<file path="config.mk">
export PLATFORM = sky130hd
export DESIGN_NAME = memsched_core
export DESIGN_NICKNAME = d
export VERILOG_FILES = /design/src/rtl/memsched_pkg.sv /design/src/rtl/memsched_interval_timer.sv /design/src/rtl/memsched_faw_limiter.sv /design/src/rtl/memsched_wr_slot.sv /design/src/rtl/memsched_core.sv
export SDC_FILE = /design/constraint.sdc
export NUM_CORES = 1
export LEC_CHECK = 0
export CORE_MARGIN = 3
export CORE_UTILIZATION = 65
export CTS_BUF_LIST = sky130_fd_sc_hd__clkbuf_2 sky130_fd_sc_hd__clkbuf_4 sky130_fd_sc_hd__clkbuf_8
export CTS_CLUSTER_DIAMETER = 100
export DETAILED_ROUTE_END_ITERATION = 16
export DONT_BUFFER_PORTS = 1
export GPL_TIMING_DRIVEN = 0
export HOLD_SLACK_MARGIN = 0.03
export PLACE_DENSITY = 0.87
export SLEW_MARGIN = 20
export SYNTH_ARGS = -nofsm -noshare
export SYNTH_HDL_FRONTEND = slang
export SYNTH_SLANG_ARGS = --single-unit
</file>
<file path="constraint.sdc">
create_clock -name clk -period 7.65 [get_ports clk]
set_clock_uncertainty 0.1 [all_clocks]
set_input_delay 1.53 -clock clk [delete_from_list [all_inputs] [get_ports clk]]
set_output_delay 1.53 -clock clk [all_outputs]
set_load 0.03 [all_outputs]
</file>
<file path="src/rtl/memsched_pkg.sv">
package memsched_pkg;
   localparam int NUM_CMD = 5;
   localparam int CMD_REF   = 0;
   localparam int CMD_CAS   = 1;
   localparam int CMD_SCRUB = 2;
   localparam int CMD_RD    = 3;
   localparam int CMD_WR    = 4;
   typedef logic [NUM_CMD-1:0] cmd_vec_t;
endpackage

</file>
<file path="src/rtl/memsched_interval_timer.sv">
module memsched_interval_timer #(
   parameter int CNT_W = 13
) (
   input  logic             clk,
   input  logic             rst_n,
   input  logic [CNT_W-1:0] interval,
   input  logic             served,
   output logic             due
);
   logic [CNT_W-1:0] cnt_q;

   assign due = (cnt_q == '0);

   always_ff @(posedge clk) begin
      if (!rst_n || served) cnt_q <= interval;
      else if (!due)        cnt_q <= cnt_q - 1'b1;
   end
endmodule

</file>
<file path="src/rtl/memsched_faw_limiter.sv">
module memsched_faw_limiter #(
   parameter int FAW_CYCLES = 20,
   parameter int MAX_ACT    = 4
) (
   input  logic clk,
   input  logic rst_n,
   input  logic act_now,
   output logic act_ok
);
   localparam int HIST_W = FAW_CYCLES - 1;
   localparam int CNT_W  = $clog2(FAW_CYCLES + 1);

   logic [HIST_W-1:0] hist_q;   // bit 0 = activate in the previous cycle
   logic [CNT_W-1:0]  win_cnt;

   always_comb begin
      win_cnt = '0;
      for (int i = 0; i < HIST_W; i++) win_cnt = win_cnt + CNT_W'(hist_q[i]);
   end

   assign act_ok = (int'(win_cnt) < MAX_ACT);

   if (HIST_W == 1) begin : g_short
      always_ff @(posedge clk) begin
         if (!rst_n) hist_q <= '0;
         else        hist_q <= act_now;
      end
   end else begin : g_shift
      always_ff @(posedge clk) begin
         if (!rst_n) hist_q <= '0;
         else        hist_q <= {hist_q[HIST_W-2:0], act_now};
      end
   end
endmodule

</file>
<file path="src/rtl/memsched_wr_slot.sv">
module memsched_wr_slot #(
   parameter int ADDR_W = 32
) (
   input  logic              clk,
   input  logic              rst_n,
   input  logic              push,
   input  logic [ADDR_W-1:0] push_addr,
   input  logic              clear,
   input  logic [ADDR_W-1:0] probe_addr,
   output logic              valid,
   output logic              hit
);
   logic [ADDR_W-1:0] addr_q;

   assign hit = valid && (addr_q == probe_addr);

   always_ff @(posedge clk) begin
      if (!rst_n) begin
         valid  <= 1'b0;
         addr_q <= '0;
      end else begin
         if (clear) valid <= 1'b0;
         if (push && (!valid || clear)) begin
            valid  <= 1'b1;
            addr_q <= push_addr;
         end
      end
   end
endmodule

</file>
<file path="src/rtl/memsched_core.sv">
module memsched_core
   import memsched_pkg::*;
#(
   parameter int NUM_BANKS  = 8,
   parameter int ADDR_W     = 32,
   parameter int REF_W      = 13,
   parameter int SCRUB_W    = 12,
   parameter int FAW_CYCLES = 20,
   parameter int MAX_ACT    = 4,
   localparam int BANK_W    = (NUM_BANKS > 1) ? $clog2(NUM_BANKS) : 1
) (
   input  logic               clk,
   input  logic               rst_n,
   input  logic [REF_W-1:0]   cfg_ref_interval,
   input  logic [SCRUB_W-1:0] cfg_scrub_interval,
   input  logic               cas_req,
   input  logic               rd_valid,
   input  logic [BANK_W-1:0]  rd_bank,
   input  logic [ADDR_W-1:0]  rd_addr,
   input  logic               wr_push,
   input  logic [BANK_W-1:0]  wr_bank,
   input  logic [ADDR_W-1:0]  wr_addr,
   output logic [NUM_CMD-1:0] cmd_gnt,
   output logic [BANK_W-1:0]  cmd_bank
);
   if (NUM_BANKS < 2)              begin : g_bad_banks $error("NUM_BANKS must be at least 2"); end
   if (FAW_CYCLES < 2)             begin : g_bad_faw   $error("FAW_CYCLES must be at least 2"); end
   if (MAX_ACT < 1)                begin : g_bad_act   $error("MAX_ACT must be at least 1"); end
   if (REF_W < 2 || SCRUB_W < 2)   begin : g_bad_cnt   $error("timer widths must be at least 2"); end

   logic                 ref_due, scr_due, act_ok, act_now;
   logic [NUM_BANKS-1:0] slot_v, slot_hit;
   logic                 wr_any, rd_hazard;
   logic [BANK_W-1:0]    wr_sel;
   cmd_vec_t             elig, gnt;

   memsched_interval_timer #(.CNT_W(REF_W)) u_ref_tmr (
      .clk(clk), .rst_n(rst_n), .interval(cfg_ref_interval),
      .served(gnt[CMD_REF]), .due(ref_due));

   memsched_interval_timer #(.CNT_W(SCRUB_W)) u_scr_tmr (
      .clk(clk), .rst_n(rst_n), .interval(cfg_scrub_interval),
      .served(gnt[CMD_SCRUB]), .due(scr_due));

   assign act_now = gnt[CMD_SCRUB] | gnt[CMD_RD] | gnt[CMD_WR];

   memsched_faw_limiter #(.FAW_CYCLES(FAW_CYCLES), .MAX_ACT(MAX_ACT)) u_faw (
      .clk(clk), .rst_n(rst_n), .act_now(act_now), .act_ok(act_ok));

   for (genvar b = 0; b < NUM_BANKS; b++) begin : g_bank
      memsched_wr_slot #(.ADDR_W(ADDR_W)) u_slot (
         .clk        (clk),
         .rst_n      (rst_n),
         .push       (wr_push && (wr_bank == BANK_W'(b))),
         .push_addr  (wr_addr),
         .clear      (gnt[CMD_WR] && (wr_sel == BANK_W'(b))),
         .probe_addr (rd_addr),
         .valid      (slot_v[b]),
         .hit        (slot_hit[b]));
   end

   always_comb begin
      wr_any = |slot_v;
      wr_sel = '0;
      for (int i = NUM_BANKS - 1; i >= 0; i--)
         if (slot_v[i]) wr_sel = BANK_W'(i);
   end

   assign rd_hazard = |slot_hit;

   always_comb begin
      elig            = '0;
      elig[CMD_REF]   = ref_due;
      elig[CMD_CAS]   = cas_req;
      elig[CMD_SCRUB] = scr_due && act_ok;
      elig[CMD_RD]    = rd_valid && !rd_hazard && act_ok;
      elig[CMD_WR]    = wr_any && act_ok;
      gnt = '0;
      for (int i = NUM_CMD - 1; i >= 0; i--)
         if (elig[i]) gnt = cmd_vec_t'(1) << i;
   end

   assign cmd_gnt  = gnt;
   assign cmd_bank = gnt[CMD_RD] ? rd_bank : (gnt[CMD_WR] ? wr_sel : '0);
endmodule

</file>
==> results.yml, run 1 <==
global_route:
  antenna_found_initial: 1
  use_met1: 0.474
  grt_start_max_net_pins: 13
  use_met2: 0.535
  grt.busiest_layer: "met2"
  grt_util_met3: 0.0786
  grt_pass1_wl_mm: 75.7
  overflow: 0
  grt_pass1_vias: 13100
  grt_use_total: 0.346
yosys:
  syn_inst: 1671
  synth_top_area_cell: "dfxtp_1"
  synth-edff-count: 25
  synth_ff_type: "dfxtp_1"
  netlist_area_mm2: 0.0166
  ys_seq_area_frac: 0.386
  yosys.area.top_type_share: 0.341
  synth_seq_cells: 308
  async_reset_ff_frac: 0
  yosysWarnings: 0
  synth_area_per_cell_um2: 9.95
  synth_area_leaders: "dfxtp_1 34%, mux2i_1 13%, xor2_1 7.9%, nand2_1 6.4%, xnor2_1 5.7%"
  ys_types: 68
worst_setup_path:
  regToRegSetupSlack_ns: 1.93
  crit_type: "reg -> out"
  worstPathMaxFanout: 4
  start_kind: "flip-flop"
  worst_setup_path_end_kind: "primary output"
  worst_ep_arrival_time_ns: 5.97
  crit_required_ns: 6.02
pwr:
  power_frac_seq: 0.474
  p_switching_mw: 0.989
  internal_power_mw: 2.63
  power_frac_clock: 0.405
  leakagePower_nw: 8.15
  ir_drop_uv: 128
  p_per_area_mw_per_mm2: 199
  swShare: 0.273
  p_comb_frac: 0.121
die:
  fp.coreArea_mm2: 0.0247
  num_rows: 57
  die_w_um: 166
  die-area_mm2: 0.0275
  num_io_pins: 108
  die_h_um: 166
  start_util: 0.672
sta:
  hold_violations: 0
  rsz0062_at_grt: "true"
  drv_slew: 0
  post-route-min-period_ns: 7.60
  period_share: 0.993
  fmax_mhz: 132
  setup_viol: 0
  worst_pin_slew_ns: 0.950
  slew-limit-headroom: 0.364
cts:
  ctsHoldBuffers: 0
  ctsHtreeMaxLevel: 2
  cts_tree: "done"
  path_clk_slew_ns: 0.06
  clock_latency_ns: 0.59
  cts_buffers: 49
  clockBufferDepth: 3
  cts_sinks: 308
  cts_root_buffer: "clkbuf_8"
run:
  maxCapViolCount: 0
detailed_routing:
  drt_wl_total_mm: 49.6
  wl_per_cell_um: 23.6
  drtIter0Drc: 1642
  antenna_left: 0
  vias: 13500
  drc: 0
  drt-pass1-iter-count: 5
  vias_per_cell: 6.43
place:
  placed_area_mm2: 0.0171
  io_buffers: 0
  place_congestion: 1.01
  dp_hpwl_mm: 36.4
min_path:
  hp-class: "reg -> reg"
finish:
  design_area_mm2: 0.0182
  final_util: 0.736
  diodes: 0
  areaGrowthSynthToFinish_pct: 9.65
  nNetsFinal: 1860
  drive_gt1_frac: 0.129
  nFillCells: 1650
status:
  outcome: "finished clean"
timing repair:
| item | 4_1_cts | 5_1_grt |
|---|---|---|
| gates cloned | 0 | 0 |
| hold endpoints to repair | 0 | 0 |
| resized for setup | 0 | 21 |
| setup endpoints to repair | 3 | 3 |
| pin swaps | 1 | 14 |
| setup buffers | 0 | 5 |
cell type report:
| cell class | instances | area (um2) | share of cell area |
|---|---|---|---|
| sequential | 308 | 6420 | 0.352 |
| timing repair buffer | 5 | 37.5 | 0.00206 |
| buffer | 132 | 952 | 0.0523 |
| tap | 324 | 405 | 0.0222 |
| inverter | 41 | 154 | 0.00845 |
| clock buffer | 80 | 976 | 0.0536 |
| clock inverter | 8 | 41.3 | 0.00227 |
| multi-input combinational | 1202 | 9240 | 0.507 |
registers in the layout (all words and copies together) (netlist names):
| name | flops |
|---|---|
| g_bank.u_slot.addr_q | 256 |
| g_bank.u_slot.valid | 8 |
| u_faw.hist_q | 19 |
| u_ref_tmr.cnt_q | 13 |
| u_scr_tmr.cnt_q | 12 |
path summary, 6_finish.rpt:
kind	from	to	depth (start not counted)
max	u_faw.hist_q[0]	cmd_bank[0]	16
max reg2reg	u_faw.hist_q[0]	g_bank[3].u_slot.addr_q[30]	21
min reg2reg	u_faw.hist_q[11]	u_faw.hist_q[12]	1
min	u_faw.hist_q[11]	u_faw.hist_q[12]	1
synth_stat cells, types with 7 or more instances:
library cell and n:
a21boi_0 7, a21oi_1 7, a41oi_1 32, and2_1 18, and3_1 38, buf_4 18
buf_6 37, clkbuf_1 66, dfxtp_1 283, edfxtp_1 25, fa_1 11, ha_1 10
inv_1 40, mux2i_1 224, nand2_1 285, nand3_1 22, nand4_1 26, nor2_1 22
nor3_1 17, nor4_1 44, o2111ai_1 33, o21ai_0 27, o311ai_2 30, xnor2_1 108
xor2_1 150, xor2_2 10
cells by family (layout without fill, tap and decap cells):
| kind of cell | Yosys count | after routing | synth area share |
|---|---|---|---|
| other | 1 | 13 | 0.000226 |
| DFF | 308 | 308 | 0.386 |
| adders and majority gates | 21 | 21 | 0.0208 |
| buffers and inverters | 173 | 266 | 0.0660 |
| AOI/OAI and AO/OA | 170 | 170 | 0.0998 |
| xor gates and xnor gates | 268 | 268 | 0.146 |
| muxes | 224 | 224 | 0.135 |
| and+or+nand+nor | 506 | 506 | 0.146 |
worst max-delay path: stages (launching register included):
cell and delay (ns):
dfxtp_2 0.33, ha_4 0.27, inv_2 0.04, fa_1 0.49, fa_1 0.52, fa_1 0.59
fa_1 0.47, fa_2 0.37, inv_2 0.07, ha_4 0.18, nand3b_1 0.12, and3_4 0.24
o311ai_4 0.12, or3_4 0.40, buf_12 0.14, a2111oi_4 0.72, a22o_4 0.31
power groups by stage:
stage                     registers, mW  clock network (mW)  logic [mW]
after floorplan                    1.74                   0       0.296
after global placement             1.75                   0       0.402
after detailed placement           1.75                   0       0.411
after CTS                          1.72                1.47       0.416
after global routing               1.72                1.54       0.460
final                              1.72                1.47       0.439
per-layer routing:
layer / part of all wire / wire length (um)
met1: 0.39 / 19500
met2: 0.44 / 21900
met3: 0.12 / 5860
met4: 0.048 / 2380
met5: 0.00026 / 13
cell usage in the layout (no fill, tap or decap), types with 4 or more instances in the layout:
| cell type | synthesis | layout |
|---|---|---|
| inv_1 | 40 | 38 |
| o21ai_0 | 27 | 27 |
| a21oi_1 | 7 | 7 |
| buf_2 | 4 | 4 |
| dfxtp_1 | 283 | 281 |
| o311ai_2 | 30 | 30 |
| o31ai_1 | 4 | 4 |
| clkbuf_4 | 0 | 20 |
| buf_12 | 6 | 7 |
| nand4_1 | 26 | 26 |
| nand3_1 | 22 | 22 |
| xnor2_1 | 108 | 108 |
| and2_1 | 18 | 18 |
| nor2b_1 | 4 | 4 |
| xor2_1 | 150 | 150 |
| nor3_1 | 17 | 17 |
| a41oi_1 | 32 | 32 |
| and3_1 | 38 | 37 |
| edfxtp_1 | 25 | 25 |
| nand2_1 | 285 | 285 |
| nor4_1 | 44 | 44 |
| xor2_2 | 10 | 10 |
| a21o_1 | 4 | 4 |
| buf_4 | 18 | 23 |
| buf_6 | 37 | 36 |
| conb_1 | 1 | 13 |
| a21boi_0 | 7 | 7 |
| mux2i_1 | 224 | 224 |
| a21oi_4 | 6 | 6 |
| o2111ai_1 | 33 | 33 |
| ha_1 | 10 | 8 |
| fa_1 | 11 | 10 |
| clkbuf_8 | 0 | 60 |
| nor2_1 | 22 | 22 |
| clkbuf_1 | 66 | 66 |
through the flow:
step / power [mW] / setup TNS (ns) / setup WS (ns) / hold slack (ns) / instances
final: 3.62 / 0 / 0.0531 / 0.363 / 2100
after global routing: 3.72 / -0.345 / -0.117 / 0.380 / 2100
after CTS: 3.60 / 0 / 0.0393 / 0.364 / 2095
after detailed placement: 2.16 / 0 / 0.552 / 0.350 / 2007
after global placement: 2.15 / 0 / 0.622 / 0.337 / 2007
after floorplan: 2.04 / 0 / 0.895 / 0.330 / 1683
(Power assumes the default switching activity.)
==> run 2: changes to the inputs <==
CORE_UTILIZATION = 45   (was 65)
PLACE_DENSITY = not set   (was 0.87)
==> run 2 against run 1 <==
Net effect: combinational power grew 1%; flip-flop and latch count is the same; critical path type unchanged; critical endpoint is now cmd_bank[1]; worst setup slack lost 0.032 ns; register-to-register slack improved by 0.09 ns.
==> results.yml, run 2 (synthesis results as in run 1) <==
pwr:
  p_per_area_mw_per_mm2: 203
  ir_drop_uv: 118
  leakagePower_nw: 8.21
  p_total_mw: 3.75
place:
  io_buffers: 0
  numPlacedInstances: 2144
  dp_slack_ns: 0.398
  dp_hpwl_mm: 40.3
  place_congestion: 0.932
sta:
  post-route-worst-setup-slack_ns: 0.0208
  holdWs_ns: 0.354
  setup_viol: 0
  fmax_mhz: 131
  drv_slew: 0
  post-route-min-period_ns: 7.63
  slew-limit-headroom: 0.346
  hold_violations: 0
  rsz0062_at_grt: "true"
  period_share: 0.997
  worst_pin_slew_ns: 0.973
finish:
  multiInputGateArea_mm2: 0.00924
  final_cells: 2242
  drive_gt1_frac: 0.132
  mostFrequentLayoutCell: "nand2_1"
  areaGrowthSynthToFinish_pct: 11.3
  largest_reg_flops: 256
  largestRegisters: "g_bank.u_slot.addr_q x256, u_faw.hist_q x19, u_ref_tmr.cnt_q x13"
  largest_register: "g_bank.u_slot.addr_q"
  mostFrequentLayoutCells: "285 x nand2_1, 282 x dfxtp_1, 224 x mux2i_1"
  ff_latch_area_mm2: 0.00642
  nNetsFinal: 1866
  nFillCells: 3317
detailed_routing:
  vias_per_cell: 5.80
  drt_wl_total_mm: 53.7
  drt-pass1-iter-count: 5
  drtIter0Drc: 1291
  wl_per_cell_um: 24.0
  antenna_left: 0
  vias: 13000
  drc: 0
worst_setup_path:
  rr_startpoint: "u_faw.hist_q[0]"
  crit_type: "reg -> out"
  start_kind: "flip-flop"
  worst_setup_path_end_kind: "primary output"
  r2r_cells: 20
  critical_path.startpoint: "u_faw.hist_q[0]"
  crit_required_ns: 6.02
  worstPathMaxFanout: 6
  critical_path.endpoint: "cmd_bank[1]"
  worst_ep_arrival_time_ns: 6.00
  reg2reg_to: "g_bank[3].u_slot.addr_q[0]"
  regToRegSetupSlack_ns: 2.02
cts:
  ctsHoldBuffers: 0
  cts_sinks: 308
  clock_latency_ns: 0.65
  cts_buffers: 53
  clockBufferDepth: 3
  path_clk_slew_ns: 0.06
  ctsHtreeMaxLevel: 2
  cts_root_buffer: "clkbuf_8"
  cts_tree: "done"
global_route:
  grt_pass1_wl_mm: 80.1
  grt_start_max_net_pins: 15
  grt_pass1_vias: 12500
  overflow: 0
  grt_use_total: 0.272
  antenna_found_initial: 1
die:
  die_w_um: 198
  die_h_um: 198
  fp.coreArea_mm2: 0.0360
  start_util: 0.462
  num_io_pins: 108
  die-area_mm2: 0.0393
  num_rows: 69
run:
  maxCapViolCount: 0
status:
  outcome: "finished clean"
min_path:
  hp-class: "reg -> reg"
## run 2: changes by cell type in the layout (fill, tap and decap cells not counted), sizes merged
cell	delta
buf	+2
clkbuf	+5
clkinv	-2
clkinvlp	-2
diode	+1
inv	+1
## run 2: stage by stage
| step | utilization | setup TNS (ns) | instance area, um2 |
|---|---|---|---|
| finish | 0.514 | 0 | 18500 |
| global route | 0.514 | -0.392 | 18500 |
| CTS | 0.510 | -0.101 | 18400 |
| detailed placement | 0.479 | 0 | 17200 |
| global placement | 0.479 | 0 | 17200 |
| floorplan | - | 0 | 16700 |
## run 2: worst min-delay path by stage
stage                          from          endpoint  slack (ns)  cells after the start
global placement    u_faw.hist_q[9]  u_faw.hist_q[10]        0.34                      1
CTS                 u_faw.hist_q[9]  u_faw.hist_q[10]        0.36                      1
finish              u_faw.hist_q[9]  u_faw.hist_q[10]        0.35                      1
global route        u_faw.hist_q[7]   u_faw.hist_q[8]        0.38                      1
floorplan           u_faw.hist_q[9]  u_faw.hist_q[10]        0.33                      1
detailed placement  u_faw.hist_q[8]   u_faw.hist_q[9]        0.34                      1
## run 2: critical path: stages (launching register included)
cell and delay, ns:
dfxtp_2 0.34, ha_4 0.26, inv_2 0.03, fa_1 0.49, fa_1 0.52, fa_1 0.58, fa_1 0.47, fa_2 0.40
inv_2 0.07, ha_4 0.18, nand3b_1 0.10, and3_4 0.24, o311ai_4 0.11, or3_4 0.40, buf_12 0.15, a2111oi_4 0.72
a22o_4 0.30
## run 2: timing repair
action	in CTS	in global routing
pin swaps	1	14
resized for setup	5	15
setup buffers	0	7
endpoints found under the setup margin	3	3
## run 2: area by class of cell
cell class / instances / area share
antenna: 1 / 0.000135
multi-input combinational: 1202 / 0.499
clock buffer: 85 / 0.0575
clock inverter: 5 / 0.00216
sequential: 308 / 0.347
timing repair buffer: 7 / 0.00284
buffer: 132 / 0.0515
tap: 461 / 0.0312
inverter: 41 / 0.00832
## run 2: report_power, final
part	internal [mW]	switching (mW)	total, mW
Sequential	1.68	0.0411	1.72
Combinational	0.155	0.290	0.445
Clock	0.875	0.708	1.58
Total	2.71	1.04	3.75
## run 2: per-layer routing
layer | vias to the layer above | routed length, um | GRT usage
li1 | 5964 | - | -
met5 | - | 13 | 0
met4 | 2 | 2280 | 0.0999
met2 | 573 | 22900 | 0.404
met1 | 6325 | 24300 | 0.388
met3 | 132 | 4150 | 0.0570
